`config.mk`:
```
export PLATFORM = sky130hd
export DESIGN_NAME = mode_sleep_ctrl
export DESIGN_NICKNAME = d
export VERILOG_FILES = /design/src/rtl/msc_pkg.sv /design/src/rtl/msc_sync.sv /design/src/rtl/msc_pulse_qual.sv /design/src/rtl/msc_mode_latch.sv /design/src/rtl/msc_sleep_fsm.sv /design/src/rtl/msc_cfg_regs.sv /design/src/rtl/mode_sleep_ctrl.sv
export SDC_FILE = /design/constraint.sdc
export NUM_CORES = 1
export LEC_CHECK = 0
export CORE_ASPECT_RATIO = 1.75
export CORE_MARGIN = 1
export CORE_UTILIZATION = 27
export DETAILED_ROUTE_END_ITERATION = 12
export DONT_BUFFER_PORTS = 1
export SYNTH_ARGS = -nofsm -noshare
export SYNTH_HDL_FRONTEND = slang
export SYNTH_SLANG_ARGS = --single-unit
```
`constraint.sdc`:
```
create_clock -name clk -period 1.1 [get_ports clk]
set_clock_uncertainty 0.05 [all_clocks]
set_input_delay 0.055 -clock clk [delete_from_list [all_inputs] [get_ports clk]]
set_output_delay 0.055 -clock clk [all_outputs]
set_load 0.05 [all_outputs]
```
`src/rtl/msc_pkg.sv`:
```
// Package: shared types and the resolution table for the mode/sleep controller.
// Assumes: the resolution pins use a fixed 2-bit encoding.
package msc_pkg;

    localparam int RES_W = 5;

    typedef enum logic {
        PS_AWAKE  = 1'b0,
        PS_ASLEEP = 1'b1
    } pwr_state_e;

    // Map resolution-select code to sample width in bits.
    function automatic logic [RES_W-1:0] res_lookup(input logic [1:0] code);
        logic [RES_W-1:0] w;
        case (code)
            2'b00:   w = RES_W'(16);
            2'b01:   w = RES_W'(18);
            2'b10:   w = RES_W'(14);
            default: w = RES_W'(15);
        endcase
        return w;
    endfunction

endpackage

```
`src/rtl/msc_sync.sv`:
```
// Module: msc_sync
// Multi-stage flop synchroniser for a bundle of independent single-bit inputs.
// Assumes: each bit is its own asynchronous signal; bits are not a coherent bus.
module msc_sync #(
    parameter int WIDTH  = 4,
    parameter int STAGES = 2
) (
    input  logic             clk,
    input  logic             rst_n,
    input  logic [WIDTH-1:0] d,
    output logic [WIDTH-1:0] q
);

    logic [WIDTH-1:0] stage_q [STAGES];

    for (genvar g = 0; g < STAGES; g++) begin : g_stage
        if (g == 0) begin : g_first
            // First stage samples the raw inputs.
            always_ff @(posedge clk) begin
                if (!rst_n) stage_q[g] <= '0;
                else        stage_q[g] <= d;
            end
        end else begin : g_next
            // Later stages resolve metastability.
            always_ff @(posedge clk) begin
                if (!rst_n) stage_q[g] <= '0;
                else        stage_q[g] <= stage_q[g-1];
            end
        end
    end

    assign q = stage_q[STAGES-1];

endmodule

```
`src/rtl/msc_pulse_qual.sv`:
```
// Module: msc_pulse_qual
// Counts consecutive HIGH cycles of a synchronised request. It emits a
// one-cycle event either when the count first reaches MIN_PULSE (ON_FALL=0)
// or when a pulse of at least MIN_PULSE cycles ends (ON_FALL=1).
// Assumes: the input is already synchronous to clk.
module msc_pulse_qual #(
    parameter int MIN_PULSE = 5,
    parameter bit ON_FALL   = 1'b0
) (
    input  logic clk,
    input  logic rst_n,
    input  logic req_s,
    output logic event_o
);

    localparam int CNT_W = $clog2(MIN_PULSE + 1);
    localparam logic [CNT_W-1:0] CNT_MAX = CNT_W'(MIN_PULSE);
    localparam logic [CNT_W-1:0] CNT_HIT = CNT_W'(MIN_PULSE - 1);

    logic [CNT_W-1:0] cnt_q;

    // Saturating count of consecutive HIGH cycles; cleared by a LOW cycle.
    always_ff @(posedge clk) begin
        if (!rst_n)          cnt_q <= '0;
        else if (!req_s)     cnt_q <= '0;
        else if (cnt_q != CNT_MAX) cnt_q <= cnt_q + 1'b1;
    end

    if (ON_FALL) begin : g_fall
        logic req_d;

        // Previous request level for falling-edge detection.
        always_ff @(posedge clk) begin
            if (!rst_n) req_d <= 1'b0;
            else        req_d <= req_s;
        end

        assign event_o = req_d && !req_s && (cnt_q == CNT_MAX);
    end else begin : g_rise
        assign event_o = req_s && (cnt_q == CNT_HIT);
    end

endmodule

```
`src/rtl/msc_mode_latch.sv`:
```
// Module: msc_mode_latch
// Holds the encode/decode mode. An accepted system reset forces decode. An
// accepted codec-reset fall loads the direction value from the last HIGH cycle.
// Assumes: events are single-cycle; freeze comes from the sleep controller.
module msc_mode_latch (
    input  logic clk,
    input  logic rst_n,
    input  logic sys_hit,
    input  logic codec_ok,
    input  logic dir_s,
    input  logic freeze,
    output logic mode_decode
);

    logic dir_d;

    // Delay direction by one cycle so it lines up with the last HIGH cycle.
    always_ff @(posedge clk) begin
        if (!rst_n) dir_d <= 1'b1;
        else        dir_d <= dir_s;
    end

    // Mode register: system reset wins, codec event ignored while frozen.
    always_ff @(posedge clk) begin
        if (!rst_n)                   mode_decode <= 1'b1;
        else if (sys_hit)             mode_decode <= 1'b1;
        else if (codec_ok && !freeze) mode_decode <= dir_d;
    end

endmodule

```
`src/rtl/msc_sleep_fsm.sv`:
```
// Module: msc_sleep_fsm
// Two-state power controller. It enters sleep on a power-down request and
// leaves only on an accepted system reset.
// Assumes: pwr_s is synchronised; sys_hit is a single-cycle event.
module msc_sleep_fsm
    import msc_pkg::*;
(
    input  logic clk,
    input  logic rst_n,
    input  logic pwr_s,
    input  logic sys_hit,
    output logic tri_en,
    output logic hold
);

    pwr_state_e state_q, state_d;

    // Next-state logic: reset event has priority over sleep entry.
    always_comb begin
        state_d = state_q;
        unique case (state_q)
            PS_AWAKE:  if (!sys_hit && pwr_s) state_d = PS_ASLEEP;
            PS_ASLEEP: if (sys_hit)           state_d = PS_AWAKE;
            default:                          state_d = PS_AWAKE;
        endcase
    end

    // State register.
    always_ff @(posedge clk) begin
        if (!rst_n) state_q <= PS_AWAKE;
        else        state_q <= state_d;
    end

    assign tri_en = (state_q == PS_AWAKE);
    assign hold   = (state_q == PS_ASLEEP);

endmodule

```
`src/rtl/msc_cfg_regs.sv`:
```
// Module: msc_cfg_regs
// Registers the decoded resolution and allocation policy, frozen during hold.
// Assumes: res_sel and alloc pin are quasi-static board straps, one flop is enough.
module msc_cfg_regs
    import msc_pkg::*;
(
    input  logic             clk,
    input  logic             rst_n,
    input  logic             freeze,
    input  logic [1:0]       res_sel,
    input  logic             alloc_pin,
    output logic [RES_W-1:0] res_bits,
    output logic             alloc_all
);

    // Capture the decoded configuration unless frozen.
    always_ff @(posedge clk) begin
        if (!rst_n) begin
            res_bits  <= res_lookup(2'b00);
            alloc_all <= 1'b0;
        end else if (!freeze) begin
            res_bits  <= res_lookup(res_sel);
            alloc_all <= alloc_pin;
        end
    end

endmodule

```
`src/rtl/mode_sleep_ctrl.sv`:
```
// Module: mode_sleep_ctrl (top)
// Qualifies the reset requests, latches the operating mode, decodes the
// resolution straps and runs the sleep controller that floats the 3-state
// pins and freezes the normal outputs.
// Assumes: rst_n is synchronous to clk; the request inputs may be asynchronous.
module mode_sleep_ctrl
    import msc_pkg::*;
#(
    parameter int MIN_PULSE   = 5,
    parameter int SYNC_STAGES = 2
) (
    input  logic             clk,
    input  logic             rst_n,
    input  logic             sys_rst_req,
    input  logic             codec_rst_req,
    input  logic             dir_sel,
    input  logic             pwr_down_req,
    input  logic [1:0]       res_sel,
    input  logic             alloc_all_pin,
    output logic             mode_decode,
    output logic [RES_W-1:0] res_bits,
    output logic             alloc_all,
    output logic             tri_en,
    output logic             hold
);

    localparam int N_SYNC = 4;

    logic [N_SYNC-1:0] raw_in, sync_q;
    logic sys_s, codec_s, dir_s, pwr_s;
    logic sys_hit, codec_ok;

    assign raw_in = {pwr_down_req, dir_sel, codec_rst_req, sys_rst_req};
    assign {pwr_s, dir_s, codec_s, sys_s} = sync_q;

    msc_sync #(.WIDTH(N_SYNC), .STAGES(SYNC_STAGES)) u_sync (
        .clk(clk), .rst_n(rst_n), .d(raw_in), .q(sync_q)
    );

    msc_pulse_qual #(.MIN_PULSE(MIN_PULSE), .ON_FALL(1'b0)) u_sys_qual (
        .clk(clk), .rst_n(rst_n), .req_s(sys_s), .event_o(sys_hit)
    );

    msc_pulse_qual #(.MIN_PULSE(MIN_PULSE), .ON_FALL(1'b1)) u_codec_qual (
        .clk(clk), .rst_n(rst_n), .req_s(codec_s), .event_o(codec_ok)
    );

    msc_sleep_fsm u_fsm (
        .clk(clk), .rst_n(rst_n), .pwr_s(pwr_s), .sys_hit(sys_hit),
        .tri_en(tri_en), .hold(hold)
    );

    msc_mode_latch u_mode (
        .clk(clk), .rst_n(rst_n), .sys_hit(sys_hit), .codec_ok(codec_ok),
        .dir_s(dir_s), .freeze(hold), .mode_decode(mode_decode)
    );

    msc_cfg_regs u_cfg (
        .clk(clk), .rst_n(rst_n), .freeze(hold), .res_sel(res_sel),
        .alloc_pin(alloc_all_pin), .res_bits(res_bits), .alloc_all(alloc_all)
    );

endmodule

```
==> results of run 1 <==
cell type report:
type | count | area [um^2] | share of cell area
repair buffers | 25 | 211 | 0.174
flip-flops and latches | 23 | 469 | 0.387
clock buffers | 3 | 41.3 | 0.0340
inverters | 5 | 31.3 | 0.0258
well taps | 28 | 35.0 | 0.0289
clock inverters | 1 | 5.00 | 0.00412
multi-input cells | 54 | 420 | 0.346
logic make-up after synthesis:
| logic type | synth area share |
|---|---|
| AND/OR/NAND/NOR | 0.227 |
| XOR/XNOR | 0.0212 |
| multiplexers | 0.0121 |
| adder cells (fa/ha/maj) | 0.0756 |
| buffers and inverters | 0.0439 |
| AO/OA/AOI/OAI | 0.0636 |
| flip-flops | 0.557 |
stage by stage:
| stage | setup WS [ns] | area, um^2 |
|---|---|---|
| floorplan | -0.0797 | 861 |
| global placement | -0.0762 | 997 |
| detailed placement | -0.0934 | 997 |
| CTS | -0.0772 | 1110 |
| global route | -0.171 | 1210 |
| finish | -0.0687 | 1210 |
registers in the layout (all words and copies together), names as in the netlist:
signal	cells
u_sync.stage_q	8
u_cfg.res_bits	4
u_codec_qual.cnt_q	3
u_sys_qual.cnt_q	3
u_cfg.alloc_all	1
u_codec_qual.g_fall.req_d	1
u_fsm.hold	1
u_mode.dir_d	1
u_mode.mode_decode	1
synthesized netlist by cell type (2+ instances only):
library cell,n,area share
xnor2_1,2,0.021
dfxtp_1,23,0.56
ha_1,5,0.076
o21ai_0,2,0.012
nor2b_1,4,0.030
nand2_1,8,0.036
and2_1,8,0.061
inv_1,4,0.018
nor3_1,3,0.018
a21oi_1,2,0.012
nor2_1,11,0.050
nand3_1,2,0.012
how the worst min path moves through the flow:
| stage | start | to | slack [ns] | cells past startpoint |
|---|---|---|---|---|
| finish | res_sel[1] | u_cfg.res_bits[4] | 0.06 | 2 |
| global route | res_sel[1] | u_cfg.res_bits[4] | 0.10 | 2 |
| CTS | rst_n | u_mode.dir_d | -0.19 | 1 |
| detailed placement | rst_n | u_mode.dir_d | 0.09 | 1 |
| global placement | rst_n | u_mode.dir_d | 0.09 | 1 |
| floorplan | rst_n | u_mode.dir_d | 0.08 | 1 |
worst register-to-register path, stage by stage, from the launching register on:
cell and delay, ns:
dfxtp_2 0.33, inv_2 0.05, ha_4 0.11, and4b_1 0.20, a21boi_1 0.07, a311o_1 0.26
per-layer routing:
metal  vias up  routed length [um]  track usage
met4         0                  29       0.0799
met2         9                 871        0.182
met1       294                 600        0.103
li1        321                   -            -
met3         4                  57       0.0240
met5         -                   0            0
timing repair:
item	in CTS	in global routing
endpoints found under the hold margin	23	19
setup endpoints to repair	5	8
pin swaps	6	8
resized for setup	5	14
gates cloned	0	0
hold buffers	4	4
buffers inserted	1	1
where the power goes:
part | switching (W) | total, W | internal (W)
Combinational | 0.000106 | 0.000180 | 0.0000742
Clock | 0.000263 | 0.000516 | 0.000253
Sequential | 0.0000183 | 0.000883 | 0.000864
Total | 0.000387 | 0.00158 | 0.00119
==> metrics.csv, run 1 <==
stage,metric,value,unit
die,die height,75.2,um
worst_hold_path,hold crit path type,input port to register,
timing,fin crit period,1.17,ns
placement,IO Port Bufs,0,
worst_setup_path,Worst setup endpoint,u_mode.mode_decode,
worst_setup_path,"Buf+Inv Stages, Crit Path",1,
worst_setup_path,worst reg-to-reg path cell count,5,
synthesis,Post-Syn Area,827,um^2
final_layout,"most common cell after layout, fill and taps aside",dfxtp_1,
clocking,Clock Tree Root,clkbuf_8,
synthesis,Yosys warnings,0,
drt,routed wire length,1560,um
worst_setup_path,WS Path Type,input port to register,
final_layout,Filler cells,290,
placement,# placed instances,126,
clocking,clk sinks,23,
power,Leak,0.542,nW
final_layout,proportion of layout cells with a drive suffix above 1,0.378,
drt,DRT Pass-1 Iters,2,
grt,first-pass GRT wire length,2480,um
drt,DR DRC count,0,
placement,RePlAce Congestion,0.619,
final_layout,"Core Util, Final",0.415,
clocking,Max Root-Sink Buffers,2,
worst_setup_path,startpoint types,input port,
die,core area,2930,um^2
final_layout,nets@finish,126,
synthesis,Post-Synthesis Cells,85,
synthesis,Synth Net Count,99,
worst_setup_path,reg2reg setup slack,-0.07,ns
die,Die W,43.8,um
clocking,clock buffer count from CTS,3,
worst_setup_path,Crit. Startpoint,rst_n,
grt,gr usage total,0.104,
die,I/O pins,18,
die,die area,3300,um^2
synthesis,number of flops mapped to enable cells by yosys,0,
timing,final number of hold-violating endpoints,0,
status,failing checks,setup timing,
worst_setup_path,R2R Path End,u_mode.mode_decode,
grt,largest net degree at the start of global routing,18,
worst_setup_path,Worst path max stage delay,0.77,ns
synthesis,synth unique cells,23,
die,Initial Util,0.282,
timing,Slew Limit Fails,0,
drt,Final ANT Viol Nets,0,
worst_setup_path,worst-path fanout max,13,
timing,Setup-failing EPs final,5,
timing,Final WS setup,-0.0687,ns
synthesis,"Avg Cell Area, Syn",9.73,um^2
worst_setup_path,"delay-heaviest family, CP",buffers and inverters,
grt,gr ovfl total,0,
timing,Tcrit/Tclk final,1.06,
final_layout,Post-Layout Cell Count,139,
timing,relative slew slack,0.741,
synthesis,Main synth FF type,dfxtp_1,
clocking,TritonCTS clock tree,yes,
worst_setup_path,Crit path required time,1.21,ns
power,PwrDens,1300,nW/um^2
timing,worst-margin pin slew,0.387,ns
drt,number of DRC markers in iteration 0,8,
worst_setup_path,Stages on worst setup path,3,
timing,FMAX,856,MHz
grt,initial antenna violation count,0,
synthesis,Yosys reg bits,23,
final_layout,area delta synth->final,46.7,%
worst_setup_path,Worst path slowest cell,dlygate4sd3_1,
worst_setup_path,FF-to-FF Start,u_codec_qual.cnt_q[1],
power,peak supply drop,821,uV
drt,average vias per placed instance,4.52,
grt,vias in the first global route,627,
worst_setup_path,Critical Path AT,1.28,ns
final_layout,antenna fix cells,0,
clocking,clk slew on worst S/H paths,0.08,ns
final_layout,"commonest non-fill, non-tap cells in the layout","dfxtp_1 (18), buf_4 (16), nor2_1 (9)",
synthesis,post-synthesis sequential area ratio,0.557,
timing,hold slack final,0.0605,ns
worst_setup_path,CP endpoint kind,register,
synthesis,ys async rst share,0,
placement,HPWL Detailed,1020,um
timing,RSZ-0062 raised after global routing,yes,
clocking,Skew-Pair Late Insertion Delay,0.26,ns
drt,Via Count,628,
timing,Fin Setup TNS,-0.161,ns
worst_setup_path,crit-path cells,dlygate4sd3_1 -> nand2_1 -> a311o_1,
drt,Avg WL per Cell,11.2,um
die,Site Rows,26,
flow_run,Max Cap Viol,0,
status,status,finished with violations,
power,total power,0.00158,W
clocking,H-tree depth,1,
No activity file was read; power rests on OpenSTA's default activity.
==> inputs of run 2 (changes only) <==
--- a/config.mk
+++ b/config.mk
@@ -13,3 +13,4 @@
 export SYNTH_ARGS = -nofsm -noshare
 export SYNTH_HDL_FRONTEND = slang
 export SYNTH_SLANG_ARGS = --single-unit
+export TNS_END_PERCENT = 5
==> run 2 against run 1 <==
Against the previous run: the run still ends with setup timing left; via count grew 0.64%; largest power group unchanged; core utilization shrank 1.7 points; largest cell class unchanged; non-clock buffer count is the same; critical path type is now register to register; fmax shrank 3.0%.
==> metrics.csv, run 2 (synthesized netlist as in run 1, its figures left out) <==
stage,metric,value,unit,change
status,status,finished with violations,,
status,failing checks,setup timing,,
worst_setup_path,Crit path required time,1.21,ns,about the same
grt,vias in the first global route,609,,-2.9%
timing,Tcrit/Tclk final,1.10,,+0.0329
drt,number of DRC markers in iteration 0,3,,-5
timing,Setup-failing EPs final,2,,-3
die,Die W,43.8,um,unchanged
power,Switching Fraction,0.247,,+0.00121
timing,RSZ-0062 raised after global routing,yes,,
final_layout,Largest Register,u_sync.stage_q,,
final_layout,"commonest non-fill, non-tap cells in the layout","dfxtp_1 (18), buf_4 (17), nor2_1 (10)",,
clocking,Max Root-Sink Buffers,2,,unchanged
flow_run,Max Cap Viol,0,,unchanged
die,core area,2930,um^2,unchanged
power,peak supply drop,822,uV,+0.14%
drt,Final ANT Viol Nets,0,,unchanged
final_layout,"most common cell after layout, fill and taps aside",dfxtp_1,,
final_layout,area delta synth->final,40.8,%,
timing,Slew Limit Fails,0,,unchanged
timing,Final WS setup,-0.105,ns,-0.0361 ns
worst_setup_path,startpoint types,register,,
clocking,Clock Tree Root,clkbuf_8,,
placement,IO Port Bufs,0,,unchanged
power,part of the power in the clock network,0.328,,about the same
placement,HPWL Detailed,1020,um,unchanged
final_layout,antenna fix cells,0,,unchanged
power,PwrDens,1350,nW/um^2,+4.1%
power,P_int,0.00119,W,-0.28%
worst_setup_path,Worst path max stage delay,0.34,ns,-0.43 ns
drt,Avg WL per Cell,11.1,um,-1.2%
final_layout,"Core Util, Final",0.398,,-0.0167
worst_setup_path,Critical Path AT,1.31,ns,+0.03 ns
power,Leak,0.494,nW,-8.9%
grt,gr ovfl total,0,,unchanged
worst_setup_path,CP endpoint kind,register,,
timing,relative slew slack,0.731,,-0.0105
clocking,clock buffer count from CTS,3,,unchanged
power,part of the power in registers,0.560,,about the same
worst_hold_path,hold crit path type,input port to register,,
clocking,clk sinks,23,,unchanged
grt,first-pass GRT wire length,2410,um,-3.1%
grt,gr usage total,0.101,,-0.00245
worst_setup_path,reg2reg setup slack,-0.10,ns,-0.04 ns
worst_setup_path,crit-path cells,inv_1 -> ha_1 -> nand3_1 -> nand2_1 -> a311o_1,,
die,Initial Util,0.282,,unchanged
clocking,clk slew on worst S/H paths,0.08,ns,about the same
die,I/O pins,18,,unchanged
timing,fin crit period,1.20,ns,+0.0361 ns
die,die height,75.2,um,unchanged
timing,worst-margin pin slew,0.402,ns,+0.0157 ns
placement,RePlAce Congestion,0.619,,unchanged
timing,final number of hold-violating endpoints,0,,unchanged
clocking,TritonCTS clock tree,yes,,
die,Site Rows,26,,unchanged
worst_setup_path,worst-path fanout max,2,,-11
grt,initial antenna violation count,0,,unchanged
grt,largest net degree at the start of global routing,18,,unchanged
drt,Via Count,632,,+0.64%
drt,DR DRC count,0,,unchanged
power,combinational power share,0.112,,-0.002
timing,hold slack final,0.0601,ns,-0.000371 ns
clocking,H-tree depth,1,,unchanged
drt,average vias per placed instance,4.55,,+0.64%
final_layout,proportion of layout cells with a drive suffix above 1,0.324,,-0.0541
final_layout,max reg flops,8,,unchanged
timing,FMAX,830,MHz,-3.0%
drt,DRT Pass-1 Iters,4,,+2
drt,routed wire length,1540,um,-1.2%
worst_setup_path,WS Path Type,register to register,,
clocking,Skew-Pair Late Insertion Delay,0.26,ns,about the same
final_layout,nets@finish,126,,unchanged
die,die area,3300,um^2,unchanged
final_layout,largest registers,"u_sync.stage_q: 8 flops, u_cfg.res_bits: 4 flops",,
power,Switch Pwr,0.000389,W,+0.38%
worst_setup_path,Worst path slowest cell,dfxtp_2,,
run 2: cell count changes in the layout (fill, tap and decap cells not counted):
cell / previous run / this run
nand2_1: 4 / 6
nand2_4: 2 / 0
xnor2_1: 0 / 2
xnor2_2: 2 / 0
buf_4: 16 / 17
buf_6: 1 / 0
ha_1: 1 / 2
ha_4: 3 / 2
nor2_1: 9 / 10
nor2_2: 2 / 1
run 2: timing repair:
| action | in CTS | in global routing |
|---|---|---|
| hold buffers | 4 | 4 |
| setup endpoints to repair | 5 | 8 |
| gates resized for setup | 4 | 5 |
| setup buffers | 1 | 0 |
| pin swaps | 5 | 2 |
| endpoints found under the hold margin | 23 | 19 |
run 2: power groups by stage:
stage | Clock (W) | Sequential [W] | Combinational, W
after floorplan | 0 | 0.000944 | 0.0000701
after global placement | 0 | 0.000902 | 0.000142
after detailed placement | 0 | 0.000903 | 0.000144
after CTS | 0.000533 | 0.000884 | 0.000155
after global routing | 0.000569 | 0.000887 | 0.000191
final | 0.000518 | 0.000883 | 0.000176
run 2: final timing paths:
kind                              from            endpoint  cells after the start
hold / removal              res_sel[1]   u_cfg.res_bits[4]                      2
setup / recovery   u_sys_qual.cnt_q[0]  u_mode.mode_decode                      5
hold reg to reg   u_sync.stage_q[1][2]        u_mode.dir_d                      1
setup reg to reg   u_sys_qual.cnt_q[0]  u_mode.mode_decode                      5
run 2: layout make-up:
cell class / count / area (um^2)
clock buffer: 3 / 41.3
clock inverter: 1 / 5.00
fill: 304 / 1760
inverter: 5 / 31.3
multi-input combinational: 54 / 375
sequential: 23 / 469
tap: 28 / 35.0
timing repair buffer: 25 / 208
run 2: through the flow:
step	power [W]	cells	instance area, um^2	setup WS (ns)	setup TNS [ns]
final	0.00158	139	1160	-0.105	-0.155
after CTS	0.00157	135	1100	-0.0772	-0.0855
after global placement	0.00104	126	997	-0.0762	-0.0936
after global routing	0.00165	139	1160	-0.197	-0.635
after floorplan	0.00101	85	861	-0.0797	-0.0797
after detailed placement	0.00105	126	997	-0.0934	-0.176
run 2: worst max-delay path, delay by kind of cell, from the launching register on:
kind / cells / cell delay, ns
simple gates: 2 / 0.16
compound gates: 1 / 0.32
fa+ha+maj: 1 / 0.19
flops: 1 / 0.34
buf+inv: 1 / 0.04
run 2: routing by layer:
layer	track usage	wire length [um]
met2	0.184	848
met1	0.0966	606
met5	0	0
met3	0.0240	56
met4	0.0729	28
==> inputs of run 3 (changes only) <==
--- a/config.mk
+++ b/config.mk
@@ -5,11 +5,11 @@
 export SDC_FILE = /design/constraint.sdc
 export NUM_CORES = 1
 export LEC_CHECK = 0
-export CORE_ASPECT_RATIO = 1.75
 export CORE_MARGIN = 1
-export CORE_UTILIZATION = 27
+export CORE_UTILIZATION = 42
 export DETAILED_ROUTE_END_ITERATION = 12
 export DONT_BUFFER_PORTS = 1
+export PLACE_DENSITY = 0.57
 export SYNTH_ARGS = -nofsm -noshare
 export SYNTH_HDL_FRONTEND = slang
 export SYNTH_SLANG_ARGS = --single-unit
==> constraint.sdc (replaced) <==
create_clock -name clk -period 1.1 [get_ports clk]
set_clock_uncertainty 0.05 [all_clocks]
set_input_delay 0.055 -clock clk [delete_from_list [all_inputs] [get_ports clk]]
set_output_delay 0.055 -clock clk [all_outputs]
set_load 0.01 [all_outputs]
==> run 3 against run 2 <==
Against the previous run: the flow still finishes with violations (setup timing); core utilization up 21 points; combinational power down 43%; final cell count down 6.5%; sequential power about the same; total power down 13%; wire length down 12%; via count down 4.7%; non-clock buffer count down 6; first-iteration DRC count up 100%; clock-buffer cell count unchanged; flip-flop and latch count unchanged; sequential share of layout area up 3.2 points; largest power group unchanged.
==> metrics.csv, run 3 (synthesized netlist as in run 1, its figures left out) <==
stage,metric,value,unit,change
final_layout,proportion of layout cells with a drive suffix above 1,0.257,,-0.0672
die,die height,46.4,um,-38%
final_layout,multi-input logic area,368,um^2,-2.0%
final_layout,area delta synth->final,30.4,%,
timing,hold slack final,0.0140,ns,-0.0461 ns
timing,final number of hold-violating endpoints,0,,unchanged
timing,Tcrit/Tclk final,1.10,,+0.00424
final_layout,register area,469,um^2,unchanged
timing,Setup-failing EPs final,1,,-1
status,failing checks,setup timing,,
final_layout,nets@finish,120,,-4.8%
die,I/O pins,18,,unchanged
grt,grt met3 use,0.0588,,+0.0348
worst_setup_path,worst-path fanout max,2,,unchanged
final_layout,Largest Register,u_sync.stage_q,,
grt,busiest grt layer,met2,,
clocking,Max Root-Sink Buffers,2,,unchanged
worst_setup_path,CP endpoint kind,register,,
final_layout,Post-Layout Cell Count,130,,-6.5%
worst_setup_path,worst reg-to-reg path cell count,5,,unchanged
die,Die W,46.4,um,+5.8%
clocking,clk sinks,23,,unchanged
worst_setup_path,"Buf+Inv Stages, Crit Path",1,,unchanged
worst_setup_path,"delay-heaviest family, CP",flip-flops,,
timing,Slew Limit Fails,0,,unchanged
worst_setup_path,Critical Path AT,1.37,ns,+0.06 ns
worst_setup_path,Worst path max stage delay,0.35,ns,about the same
grt,gr usage total,0.130,,+0.0288
placement,RePlAce Congestion,0.729,,+18%
worst_hold_path,hold path depth,2,,unchanged
placement,IO Port Bufs,0,,unchanged
grt,met1 usage,0.171,,+0.0741
final_layout,"most common cell after layout, fill and taps aside",dfxtp_1,,
drt,routed wire length,1360,um,-12%
worst_setup_path,reg2reg setup slack,-0.11,ns,about the same
clocking,TritonCTS clock tree,yes,,
status,status,finished with violations,,
timing,Fin Setup TNS,-0.109,ns,+0.0458 ns
power,peak supply drop,1080,uV,+31%
die,Site Rows,15,,-42%
worst_setup_path,Crit path required time,1.26,ns,+0.05 ns
worst_hold_path,Min-Delay Endpoint,u_cfg.res_bits[4],,
drt,Avg WL per Cell,10.4,um,-5.7%
timing,fin crit period,1.21,ns,+0.00466 ns
worst_setup_path,startpoint types,register,,
grt,largest net degree at the start of global routing,18,,unchanged
timing,RSZ-0062 raised after global routing,yes,,
final_layout,antenna fix cells,0,,unchanged
worst_setup_path,R2R Path End,u_mode.mode_decode,,
worst_setup_path,FF-to-FF Start,u_sys_qual.cnt_q[0],,
clocking,clk slew on worst S/H paths,0.12,ns,+0.04 ns
clocking,H-tree depth,1,,unchanged
final_layout,"commonest non-fill, non-tap cells in the layout","dfxtp_1 (18), nor2_1 (11), buf_4 (11)",,
placement,HPWL Detailed,901,um,-12%
die,die area,2150,um^2,-35%
timing,worst-margin pin slew,0.391,ns,-0.0112 ns
drt,DR DRC count,0,,unchanged
timing,Final WS setup,-0.109,ns,-0.00466 ns
flow_run,Max Cap Viol,0,,unchanged
timing,FMAX,827,MHz,-0.39%
worst_hold_path,Hold Startpoint,res_sel[1],,
worst_setup_path,WS Path Type,register to register,,
drt,Final ANT Viol Nets,0,,unchanged
die,core area,1780,um^2,-39%
final_layout,Filler cells,144,,-53%
die,Initial Util,0.464,,+0.181
worst_setup_path,crit-path cells,inv_1 -> ha_1 -> nand3_1 -> nand2_1 -> a311o_1,,
clocking,clock buffer count from CTS,3,,unchanged
final_layout,largest registers,"u_sync.stage_q: 8 flops, u_cfg.res_bits: 4 flops",,
grt,first-pass GRT wire length,1970,um,-18%
power,Leak,0.468,nW,-5.2%
power,PwrDens,1270,nW/um^2,-6.0%
drt,average vias per placed instance,4.63,,+1.8%
timing,relative slew slack,0.738,,+0.00747
worst_hold_path,hold crit path type,input port to register,,
grt,initial antenna violation count,0,,unchanged
clocking,Clock Tree Root,clkbuf_4,,
worst_setup_path,Worst path slowest cell,dfxtp_2,,
grt,met2 Track Usage GR,0.192,,+0.00759
drt,number of DRC markers in iteration 0,6,,+3
placement,# placed instances,118,,-6.3%
drt,DRT Pass-1 Iters,4,,unchanged
final_layout,max reg flops,8,,unchanged
clocking,Skew-Pair Late Insertion Delay,0.31,ns,+0.05 ns
grt,vias in the first global route,485,,-20%
grt,gr ovfl total,0,,unchanged
drt,Via Count,602,,-4.7%
run 3: changes by cell type in the layout (fill, tap and decap cells not counted), sizes merged:
cell / previous run / this run
buf: 17 / 11
run 3: worst reg2reg max path: stages, from the launching register on:
cell	delay, ns
dfxtp_2	0.35
inv_1	0.04
ha_1	0.19
nand3_1	0.08
nand2_1	0.08
a311o_1	0.34
run 3: report_power, final:
| part | switching [W] | internal [W] | leakage [nW] |
|---|---|---|---|
| sequential | 0.0000196 | 0.000865 | 0.192 |
| clock | 0.000252 | 0.000136 | 0.0177 |
| combinational | 0.0000427 | 0.0000577 | 0.258 |
run 3: stage by stage:
step                instance area (um^2)   util  power, W  worst slack [ns]
finish                              1080  0.605   0.00137            -0.109
global route                        1080  0.605   0.00143            -0.177
CTS                                 1020  0.571   0.00138            -0.101
detailed placement                   941  0.528  0.000975           -0.0936
global placement                     941  0.528  0.000974           -0.0708
floorplan                            843      -  0.000956           -0.0797
run 3: worst max-delay path by stage:
| stage | from | slack [ns] | end | cells after the start |
|---|---|---|---|---|
| after CTS | u_codec_qual.cnt_q[1] | -0.10 | u_mode.mode_decode | 5 |
| after global placement | u_codec_qual.cnt_q[1] | -0.07 | u_mode.mode_decode | 4 |
| after global routing | u_sys_qual.cnt_q[0] | -0.18 | u_mode.mode_decode | 5 |
| final | u_sys_qual.cnt_q[0] | -0.11 | u_mode.mode_decode | 5 |
| after detailed placement | u_codec_qual.cnt_q[1] | -0.09 | u_mode.mode_decode | 4 |
| after floorplan | u_codec_qual.cnt_q[1] | -0.08 | u_mode.mode_decode | 4 |
run 3: final cells by class:
class / instances / share of cell area
multi-input combinational: 54 / 0.341
clock inverter: 1 / 0.00464
clock buffer: 3 / 0.0209
inverter: 5 / 0.0186
sequential: 23 / 0.435
timing repair buffer: 19 / 0.151
tap: 25 / 0.0290
run 3: repair_timing:
| action | CTS | global route |
|---|---|---|
| endpoints found under the setup margin | 6 | 7 |
| gates resized for setup | 5 | 4 |
| pin swaps | 4 | 1 |
| hold buffers | 4 | 4 |
| hold endpoints to repair | 23 | 19 |
| buffers inserted | 0 | 0 |
run 3: metal layers:
metal  wire, um  vias up
li1           -      311
met1        642      280
met4          0        0
met5          0        -
met3         50        0
met2        665       11
